==> src/rtl/i2cb_pkg.sv <==
package i2cb_pkg;

  typedef enum logic [2:0] {
    AC_IDLE   = 3'd0,
    AC_LOW    = 3'd1,
    AC_WAITHI = 3'd2,
    AC_HIGH   = 3'd3,
    AC_TAIL   = 3'd4
  } autoclk_e;

  typedef struct packed {
    logic rise;
    logic fall;
    logic start;
    logic stop;
  } bus_evt_t;

endpackage

==> src/rtl/i2cb_glitch_filter.sv <==
module i2cb_glitch_filter #(
  parameter int TAPS = 3
) (
  input  logic clk,
  input  logic rst_n,
  input  logic raw,
  output logic filt
);
  localparam int OW = $clog2(TAPS + 1);
  localparam logic [OW-1:0] HALF = OW'(TAPS / 2);

  logic [TAPS-1:0] shr, shr_nxt;
  logic [OW-1:0]   ones;
  logic            filt_nxt;

  always_comb begin
    shr_nxt = {shr[TAPS-2:0], raw};
    ones = '0;
    for (int i = 0; i < TAPS; i++) begin
      ones = ones + OW'(shr[i]);
    end
    filt_nxt = (ones > HALF);
  end

  always_ff @(posedge clk or negedge rst_n) begin
    if (!rst_n) begin
      shr  <= '1;
      filt <= 1'b1;
    end else begin
      shr  <= shr_nxt;
      filt <= filt_nxt;
    end
  end

  AST_FILT_NEEDS_TWO_LOW: assert property (@(posedge clk) disable iff (!rst_n)
    $fell(filt) |-> (!$past(raw, 1) || !$past(raw, 2)));

endmodule

==> src/rtl/i2cb_cond_detect.sv <==
module i2cb_cond_detect
  import i2cb_pkg::*;
(
  input  logic     clk,
  input  logic     rst_n,
  input  logic     f_scl,
  input  logic     f_sda,
  output bus_evt_t evt
);
  logic scl_q, sda_q;

  always_comb begin
    evt.rise  = f_scl & ~scl_q;
    evt.fall  = ~f_scl & scl_q;
    evt.start = f_scl & scl_q & ~f_sda & sda_q;
    evt.stop  = f_scl & scl_q & f_sda & ~sda_q;
  end

  always_ff @(posedge clk or negedge rst_n) begin
    if (!rst_n) begin
      scl_q <= 1'b1;
      sda_q <= 1'b1;
    end else begin
      scl_q <= f_scl;
      sda_q <= f_sda;
    end
  end

endmodule

==> src/rtl/i2cb_flags.sv <==
module i2cb_flags
  import i2cb_pkg::*;
(
  input  logic     clk,
  input  logic     rst_n,
  input  bus_evt_t evt,
  input  logic     f_sda,
  input  logic     tx_bit,
  input  logic     clr,
  input  logic     irq_ack,
  output logic     rx_bit,
  output logic     bus_busy,
  output logic     start_irq,
  output logic     clh,
  output logic     rbf,
  output logic     wbf,
  output logic     hold
);
  logic pend, lost;
  logic n_rx, n_busy, n_irq, n_clh, n_rbf, n_wbf, n_hold, n_pend, n_lost;
  logic pulse_end;

  always_comb begin
    pulse_end = evt.fall & clh;
    n_clh  = evt.rise ? 1'b1 : (clr ? 1'b0 : clh);
    n_rbf  = pulse_end ? 1'b1 : (clr ? 1'b0 : rbf);
    n_wbf  = pulse_end ? ~lost : (clr ? 1'b0 : wbf);
    n_hold = pulse_end ? 1'b1 : (clr ? 1'b0 : hold);
    n_lost = evt.rise ? (tx_bit & ~f_sda) : (clr ? 1'b0 : lost);
    n_rx   = evt.rise ? f_sda : rx_bit;
    n_busy = evt.start ? 1'b1 : (evt.stop ? 1'b0 : bus_busy);
    n_pend = evt.start ? 1'b1 : (evt.fall ? 1'b0 : pend);
    n_irq  = (evt.fall & pend) ? 1'b1 : (irq_ack ? 1'b0 : start_irq);
  end

  always_ff @(posedge clk or negedge rst_n) begin
    if (!rst_n) begin
      rx_bit    <= 1'b0;
      bus_busy  <= 1'b0;
      start_irq <= 1'b0;
      clh       <= 1'b0;
      rbf       <= 1'b0;
      wbf       <= 1'b0;
      hold      <= 1'b0;
      pend      <= 1'b0;
      lost      <= 1'b0;
    end else begin
      rx_bit    <= n_rx;
      bus_busy  <= n_busy;
      start_irq <= n_irq;
      clh       <= n_clh;
      rbf       <= n_rbf;
      wbf       <= n_wbf;
      hold      <= n_hold;
      pend      <= n_pend;
      lost      <= n_lost;
    end
  end

  AST_BUSY_ON_START: assert property (@(posedge clk) disable iff (!rst_n)
    evt.start |=> bus_busy);
  AST_IRQ_AFTER_FALL: assert property (@(posedge clk) disable iff (!rst_n)
    $rose(start_irq) |-> $past(evt.fall));
  AST_HOLD_ON_PULSE_END: assert property (@(posedge clk) disable iff (!rst_n)
    (evt.fall && clh) |=> (hold && rbf));
  AST_WBF_NEEDS_RBF: assert property (@(posedge clk) disable iff (!rst_n)
    wbf |-> rbf);

endmodule

==> src/rtl/i2cb_autoclk.sv <==
module i2cb_autoclk
  import i2cb_pkg::*;
#(
  parameter int CW = 8
) (
  input  logic          clk,
  input  logic          rst_n,
  input  logic          go,
  input  logic          scl_high,
  input  logic          scl_fall,
  input  logic [CW-1:0] lo_cycles,
  input  logic [CW-1:0] hi_cycles,
  output logic          drive_low
);
  autoclk_e      state, state_nxt;
  logic [CW-1:0] cnt, cnt_nxt;
  logic [CW:0]   cnt_inc;

  always_comb begin
    state_nxt = state;
    cnt_nxt   = cnt;
    cnt_inc   = {1'b0, cnt} + 1'b1;
    case (state)
      AC_IDLE: begin
        if (go) begin
          state_nxt = AC_LOW;
          cnt_nxt   = '0;
        end
      end
      AC_LOW: begin
        if (cnt_inc >= {1'b0, lo_cycles}) begin
          state_nxt = AC_WAITHI;
          cnt_nxt   = '0;
        end else begin
          cnt_nxt = cnt_inc[CW-1:0];
        end
      end
      AC_WAITHI: begin
        if (scl_high) begin
          state_nxt = AC_HIGH;
          cnt_nxt   = '0;
        end
      end
      AC_HIGH: begin
        if (cnt_inc >= {1'b0, hi_cycles}) begin
          state_nxt = AC_TAIL;
          cnt_nxt   = '0;
        end else begin
          cnt_nxt = cnt_inc[CW-1:0];
        end
      end
      AC_TAIL: begin
        if (scl_fall) state_nxt = AC_IDLE;
      end
      default: state_nxt = AC_IDLE;
    endcase
  end

  assign drive_low = (state == AC_LOW) || (state == AC_TAIL);

  always_ff @(posedge clk or negedge rst_n) begin
    if (!rst_n) begin
      state <= AC_IDLE;
      cnt   <= '0;
    end else begin
      state <= state_nxt;
      cnt   <= cnt_nxt;
    end
  end

  AST_WAIT_FOR_WIRE: assert property (@(posedge clk) disable iff (!rst_n)
    (state == AC_WAITHI && !scl_high) |=> (state == AC_WAITHI));
  AST_START_LOW: assert property (@(posedge clk) disable iff (!rst_n)
    (state == AC_IDLE && go) |=> drive_low);

endmodule

==> src/rtl/i2cb_core.sv <==
module i2cb_core
  import i2cb_pkg::*;
#(
  parameter int TAPS = 3,
  parameter int CW   = 8
) (
  input  logic          clk,
  input  logic          rst_n,
  input  logic          scl_i,
  input  logic          sda_i,
  output logic          scl_drive_low,
  output logic          sda_drive_low,
  input  logic          master_mode,
  input  logic [CW-1:0] lo_cycles,
  input  logic [CW-1:0] hi_cycles,
  input  logic          bit_wr,
  input  logic          bit_wdata,
  input  logic          sw_release,
  input  logic          irq_ack,
  output logic          rx_bit,
  output logic          bus_busy,
  output logic          start_irq,
  output logic          clk_rise_seen,
  output logic          rd_done,
  output logic          wr_done
);
  localparam int NLINE = 2;
  localparam int SCL_IX = 0;
  localparam int SDA_IX = 1;

  logic [NLINE-1:0] raw_v, filt_v;
  bus_evt_t         evt;
  logic             tx_bit, tx_nxt;
  logic             hold, auto_low;

  assign raw_v = {sda_i, scl_i};

  for (genvar g = 0; g < NLINE; g++) begin : g_line
    i2cb_glitch_filter #(.TAPS(TAPS)) u_filt (
      .clk  (clk),
      .rst_n(rst_n),
      .raw  (raw_v[g]),
      .filt (filt_v[g])
    );
  end

  i2cb_cond_detect u_det (
    .clk  (clk),
    .rst_n(rst_n),
    .f_scl(filt_v[SCL_IX]),
    .f_sda(filt_v[SDA_IX]),
    .evt  (evt)
  );

  i2cb_flags u_flags (
    .clk      (clk),
    .rst_n    (rst_n),
    .evt      (evt),
    .f_sda    (filt_v[SDA_IX]),
    .tx_bit   (tx_bit),
    .clr      (sw_release | bit_wr),
    .irq_ack  (irq_ack),
    .rx_bit   (rx_bit),
    .bus_busy (bus_busy),
    .start_irq(start_irq),
    .clh      (clk_rise_seen),
    .rbf      (rd_done),
    .wbf      (wr_done),
    .hold     (hold)
  );

  i2cb_autoclk #(.CW(CW)) u_auto (
    .clk      (clk),
    .rst_n    (rst_n),
    .go       (bit_wr & master_mode),
    .scl_high (filt_v[SCL_IX]),
    .scl_fall (evt.fall),
    .lo_cycles(lo_cycles),
    .hi_cycles(hi_cycles),
    .drive_low(auto_low)
  );

  always_comb begin
    tx_nxt = bit_wr ? bit_wdata : tx_bit;
  end

  always_ff @(posedge clk or negedge rst_n) begin
    if (!rst_n) tx_bit <= 1'b1;
    else        tx_bit <= tx_nxt;
  end

  assign scl_drive_low = hold | auto_low;
  assign sda_drive_low = ~tx_bit;

  AST_SDA_FOLLOWS_WRITE: assert property (@(posedge clk) disable iff (!rst_n)
    bit_wr |=> (sda_drive_low == !$past(bit_wdata)));
  AST_RELEASE_CLEARS: assert property (@(posedge clk) disable iff (!rst_n)
    (sw_release && !bit_wr && !master_mode && !evt.rise && !evt.fall)
      |=> (!rd_done && !wr_done && !clk_rise_seen && !scl_drive_low));

endmodule

==> config.mk <==
export PLATFORM = sky130hd
export DESIGN_NAME = i2cb_core
export DESIGN_NICKNAME = d
export VERILOG_FILES = /design/src/rtl/i2cb_pkg.sv /design/src/rtl/i2cb_glitch_filter.sv /design/src/rtl/i2cb_cond_detect.sv /design/src/rtl/i2cb_flags.sv /design/src/rtl/i2cb_autoclk.sv /design/src/rtl/i2cb_core.sv
export SDC_FILE = /design/constraint.sdc
export NUM_CORES = 1
export LEC_CHECK = 0
export ABC_AREA = 1
export BUFFER_PORTS_ARGS = -buffer_cell sky130_fd_sc_hd__buf_2
export CORE_UTILIZATION = 40
export CTS_BUF_LIST = sky130_fd_sc_hd__clkbuf_2
export DETAILED_ROUTE_END_ITERATION = 10
export PLACE_DENSITY_LB_ADDON = 0.08
export RECOVER_POWER = 50
export SLEW_MARGIN = 20
export SYNTH_ARGS = -nofsm -noshare
export SYNTH_HDL_FRONTEND = slang
export SYNTH_SLANG_ARGS = --single-unit
==> constraint.sdc <==
create_clock -name clk -period 5.5 [get_ports clk]
set_input_delay 0.55 -clock clk [delete_from_list [all_inputs] [get_ports clk]]
set_output_delay 0.55 -clock clk [all_outputs]
set_load 0.1 [all_outputs]
==> results.ini, run 1 <==
[status]
status = finished with violations
violations = max-capacitance violations

[logic_synthesis]
synth_cell_types = 20
ys_seq_area_share_pct = 43.9
syn_inst = 204
synth.net_count = 248
yosysWarnings = 0
ys_ff_latch = 30
netlist_area_um2 = 1740
avgSynthCellArea_um2 = 8.54

[layout]
finalNetCount = 287
fillers = 432
final_cell_area_um2 = 2000
syn2layout_area_growth_pct = 15.0
antenna_cells = 0
layout-drive-gt1-share_pct = 22.5
fin_cells = 294

[power_and_ir_drop]
sw_frac_of_total_pct = 49.0
p_sw_mw = 0.401
p_clk_share_pct = 12.8
ir_drop_mv = 0.202
p_int_mw = 0.418
p_leak_nw = 1.15
combPwrFrac_pct = 51.1
p_seq_share_pct = 36.1
powerDensity_nw_per_um2 = 409

[die]
die_w_um = 68.0
ios = 33
core_um2 = 4090
die_h_um = 68.0
start_util_pct = 42.7
rows = 23
die_area_um2 = 4630

[route]
num_vias = 1329
postRouteAntennaNets = 0
totalWireLength_mm = 2.99
drc = 0
via_per_inst = 4.52
first_iter_violations = 56
wire_per_inst_um = 10.2
dr.pass1.iters = 4

[clocking]
cts_resized = 0
cts_tree = done
numClockSinks = 30
clock_path_buffers = 2
insertion_delay_ns = 0.37
clk_pin_slew_ns = 0.16
htree_levels = 2
cts_setup_buffers = 0
cts_root_buffer = clkbuf_2
hold_buffers = 0
cts_made_buffers = 5

[sta]
fin_setup_tns_ns = 0
skew_ns = 0.0201
hold_slack_ns = 0.259
rsz0062_at_grt = no
setup_viol = 0
tightest_slew_ns = 1.49
slew_headroom_pct = 0.660
fin_crit_ns = 2.27
finalHoldViolCount = 0
max_freq_mhz = 441
fin_crit_sh_pct = 41.2
maxSlewViolCount = 0

[setup_path]
crit_path_end_kind = register
critPathSlowestCell = dfrtp_1
start_kind = register
slowest_delay_ns = 0.46
cp_common_cell = nand2_1
required_ns = 5.79
arrival_ns = 2.55
path_cells = ha_1 -> nand3_2 -> xor2_1 -> ha_1 -> nand2_1 -> nor2_1 -> nand2_1 -> nand3_1 -> nand2_1 -> nand2_1 -> nand2_1 -> nand2_4 -> nand2_4 -> nand2_1 -> o21ai_0
critPathKind = reg2reg
cp_max_fo = 9

[placement]
dpl-instance-area_um2 = 1970
place_congestion = 0.765
hpwl_mm = 2.40
io_buffers = 32
dp.cells = 286

[global_routing]
grt_pass1_wl_mm = 5.05
antenna_found_initial = 0
grt_use_met2_pct = 21.9
grt-busiest-layer = met2
first_global_vias = 1178
grt_overflow_total = 0
grt_start_max_net_pins = 31
use_met3_pct = 4.50
grt_use_total_pct = 15.1
met1_usage_pct = 20.5

[job]
drv_cap = 1

[worst_hold_path]
hold_class = in2reg

registers in the layout (all words and copies together) (netlist names):
register	flops
g_line.u_filt.filt	2
g_line.u_filt.shr	6
tx_bit	1
u_auto.cnt	8
u_auto.state	3
u_det.scl_q	1
u_det.sda_q	1
u_flags.bus_busy	1
u_flags.clh	1
u_flags.lost	1
u_flags.pend	1
u_flags.rbf	1
u_flags.rx_bit	1
u_flags.start_irq	1
u_flags.wbf	1
worst max-delay path, delay by kind of cell, from the launching register on:
kind	cells	cell delay, ns
and+or+nand+nor	11	0.83
adders and majority gates	2	0.55
DFF	1	0.46
xor gates and xnor gates	1	0.26
AOI/OAI and AO/OA	1	0.07
placed cells by master, fill, tap and decap left out, types with 2 or more instances in the layout:
cell,netlist,layout
clkinv_2,0,2
nand2_1,52,52
nand4_1,4,4
o31ai_1,2,2
a21o_1,3,3
dfrtp_1,19,19
nor2_1,9,9
clkbuf_2,0,6
a21oi_1,6,6
xor2_1,4,4
dfstp_1,0,4
buf_2,0,31
inv_1,42,42
ha_1,19,19
nor3_2,2,2
dfstp_2,11,7
nand3_1,6,6
o21ai_0,15,15
nor3_1,2,2
nand2_4,3,3
nand3_2,2,2
worst paths after layout:
| kind | from | end | slack [ns] | cells after the start |
|---|---|---|---|---|
| max in group asynchronous | rst_n | u_flags.bus_busy | 4.11 | 1 |
| worst max-delay path | u_auto.cnt[0] | u_auto.cnt[6] | 3.23 | 15 |
| min in group asynchronous | rst_n | u_auto.cnt[2] | 0.51 | 1 |
| worst min-delay path | scl_i | g_line[0].u_filt.shr[0] | 0.26 | 1 |
| worst max register to register | u_auto.cnt[0] | u_auto.cnt[6] | 3.23 | 15 |
| worst min register to register | g_line[0].u_filt.shr[1] | g_line[0].u_filt.shr[2] | 0.35 | 0 |
cell usage after synthesis, drive strengths merged:
cell type  count  area, um^2
nor2          10        45.0
nand3          8        50.1
nand2         55         229
xor2           4        35.0
nor3b          1        18.8
ha            19         238
a21o           3        22.5
nor3           4        30.0
nand3b         1        7.51
a21oi          6        30.0
dfrtp         19         475
dfstp         11         289
o21ai         15        75.1
inv           42         158
nand4          4        25.0
o31ai          2        15.0
final cells by class:
type	instances	area (um^2)	share of cell area [%]
repair buffers	32	159	7.93
inverters	42	158	7.87
clock buffers	6	30.0	1.50
well taps	50	62.6	3.12
flip-flops and latches	30	764	38.1
clock inverters	2	10.0	0.499
multi-input cells	132	821	40.9
metal layers:
layer	vias to the layer above	wire (um)
met5	-	0
met4	0	44
met3	5	92
met2	15	1300
met1	586	1550
li1	723	-
stage by stage:
step	power (mW)	worst slack, ns	util (%)
2_1_floorplan	0.635	3.23	-
3_3_place_gp	0.727	3.25	48.1
3_5_place_dp	0.723	3.25	48.1
4_1_cts	0.831	3.21	49.1
5_1_grt	0.902	3.01	49.1
6_report	0.819	3.23	49.1
power groups by stage:
stage	Combinational (mW)	Sequential, mW	Clock (mW)
2_1_floorplan	0.286	0.348	0
3_3_place_gp	0.427	0.300	0
3_5_place_dp	0.422	0.301	0
4_1_cts	0.424	0.297	0.111
5_1_grt	0.477	0.301	0.123
6_report	0.419	0.296	0.105
kinds of logic (layout without fill, tap and decap cells):
| logic type | after synthesis | in the layout | share of synthesized area, % |
|---|---|---|---|
| and+or+nand+nor | 83 | 83 | 23.3 |
| buffers and inverters | 42 | 82 | 9.05 |
| DFF | 30 | 30 | 43.9 |
| AOI/OAI and AO/OA | 26 | 26 | 8.18 |
| xor gates and xnor gates | 4 | 4 | 2.01 |
| adders and majority gates | 19 | 19 | 13.6 |
Note: power is estimated with default switching activity, not from simulation.
==> run 2, diff against run 1 <==
clock period = 1.98 ns   (was 5.5 ns; I/O delays follow)
==> results.ini, run 2 (synthesis results as in run 1) <==
[status]
status = finished with violations
violations = negative setup slack

[layout]
fin_util_pct = 55.5
mostFrequentLayoutCell = nand2_1
layout-drive-gt1-share_pct = 31.9
largest_reg_flops = 8
syn2layout_area_growth_pct = 30.1
top_register = u_auto.cnt
largest_registers = u_auto.cnt x8, g_line.u_filt.shr x6, u_auto.state x3
final_cell_mix = 45 x nand2_1, 41 x inv_1, 31 x buf_2
final_cell_area_um2 = 2270
antenna_cells = 0
finalNetCount = 303

[setup_path]
reg2reg_to = u_auto.cnt[3]
cp_common_cell = nand2_2
crit_path_end = u_auto.cnt[3]
critPathKind = reg2reg
cp_max_fo = 5
cp_top_family = simple AND/OR/NAND/NOR gates
crit_path_end_kind = register
reg2reg_from = u_auto.cnt[0]
crit_cells = 16
path_cells = buf_6 -> nand4_1 -> nand2_1 -> inv_2 -> ha_4 -> nand2_2 -> nor2_1 -> nand2_1 -> nand3_2 -> nand2_2 -> nand2_2 -> nand2_2 -> nand2_4 -> nand2_4 -> nand2_1 -> o21ai_1
slowest_delay_ns = 0.45
start_kind = register
required_ns = 2.19
reg2reg_depth = 16
critPathSlowestCell = dfrtp_1
r2r_slack_ns = -0.12
cp_num_buf_inv = 2
arrival_ns = 2.32
cp-startpoint = u_auto.cnt[0]

[clocking]
cts_tree = done
insertion_delay_ns = 0.35
numClockSinks = 30
clk_pin_slew_ns = 0.15
htree_levels = 2
clock_path_buffers = 2
cts_root_buffer = clkbuf_2
cts_made_buffers = 5

[die]
start_util_pct = 42.7
rows = 23
die_w_um = 68.0
core_um2 = 4090
ios = 33
die_area_um2 = 4630
die_h_um = 68.0

[sta]
fin_crit_ns = 2.10
worst_slack_ns = -0.123
rsz0062_at_grt = yes
slew_headroom_pct = 51.4
skew_ns = 0.0196
setup_viol = 11
fin_crit_sh_pct = 106
tightest_slew_ns = 0.729
maxSlewViolCount = 0
max_freq_mhz = 475
finalHoldViolCount = 0
hold_slack_ns = 0.0556
fin_setup_tns_ns = -1.00

[power_and_ir_drop]
powerDensity_nw_per_um2 = 1160
ir_drop_mv = 0.552
p_leak_nw = 1.25

[placement]
place_congestion = 0.772
post-place-ws_ns = -0.147
io_buffers = 32
dpl-instance-area_um2 = 2060
hpwl_mm = 2.41

[global_routing]
grt_use_total_pct = 15.7
first_global_vias = 1223
grt_start_max_net_pins = 31
grt_overflow_total = 0
grt_pass1_wl_mm = 5.31
antenna_found_initial = 0

[route]
dr.pass1.iters = 4
via_per_inst = 4.43
wire_per_inst_um = 10.5
num_vias = 1372
first_iter_violations = 76
drc = 0
totalWireLength_mm = 3.24
postRouteAntennaNets = 0

[worst_hold_path]
min-delay-start = bit_wr
hold_class = in2reg

[job]
drv_cap = 0

run 2: changes by cell type in the layout (fill, tap and decap cells not counted), moves of 4 or more:
cell / delta
buf_4: +10
nand2_1: -7
nand2_2: +7
o21ai_0: -7
o21ai_1: +7
dlygate4sd3_1: +4
run 2: area by class of cell:
type	count	area, um^2
flip-flops and latches	30	764
inverters	42	158
clock buffers	5	25.0
fillers	393	1820
multi-input cells	133	931
repair buffers	47	287
well taps	50	62.6
clock inverters	3	40.0
run 2: metrics by stage:
step / total power [mW] / std cells
CTS: 2.61 / 309
floorplan: 1.79 / 204
detailed placement: 2.11 / 295
global route: 2.84 / 310
finish: 2.63 / 310
global placement: 2.10 / 295
run 2: how the worst min path moves through the flow:
stage,to,slack (ns),depth (start not counted)
after detailed placement,u_auto.cnt[7],0.26,1
final,tx_bit,0.06,2
after floorplan,u_auto.cnt[0],-0.1,0
after CTS,tx_bit,0.02,2
after global placement,u_auto.cnt[7],0.27,1
after global routing,tx_bit,0.004,2
run 2: metal layers:
layer,up-vias,wire (um),global-route usage [%]
li1,758,-,-
met5,-,0,0
met2,17,1450,23.3
met3,2,77,4.50
met4,0,12,5.47
met1,595,1700,21.6
run 2: report_power, final:
| group | total [mW] | switching [mW] | internal, mW | leakage [nW] |
|---|---|---|---|---|
| sequential | 0.831 | 0.102 | 0.730 | 0.364 |
| combinational | 1.38 | 0.910 | 0.470 | 0.848 |
| clock | 0.419 | 0.209 | 0.210 | 0.0427 |
run 2: repair_timing:
item,CTS,global route
pin swaps,10,18
buffers inserted,1,1
resized for setup,12,11
endpoints found under the hold margin,22,0
gates cloned,1,0
setup endpoints to repair,11,11
hold buffers,4,0
run 2: worst register-to-register path, cell delays in order, from the launching register on:
cell	delay [ns]
dfrtp_1	0.45
buf_6	0.12
nand4_1	0.19
nand2_1	0.15
inv_2	0.07
ha_4	0.26
nand2_2	0.04
nor2_1	0.09
nand2_1	0.07
nand3_2	0.07
nand2_2	0.05
nand2_2	0.05
nand2_2	0.06
nand2_4	0.10
nand2_4	0.09
nand2_1	0.07
o21ai_1	0.06
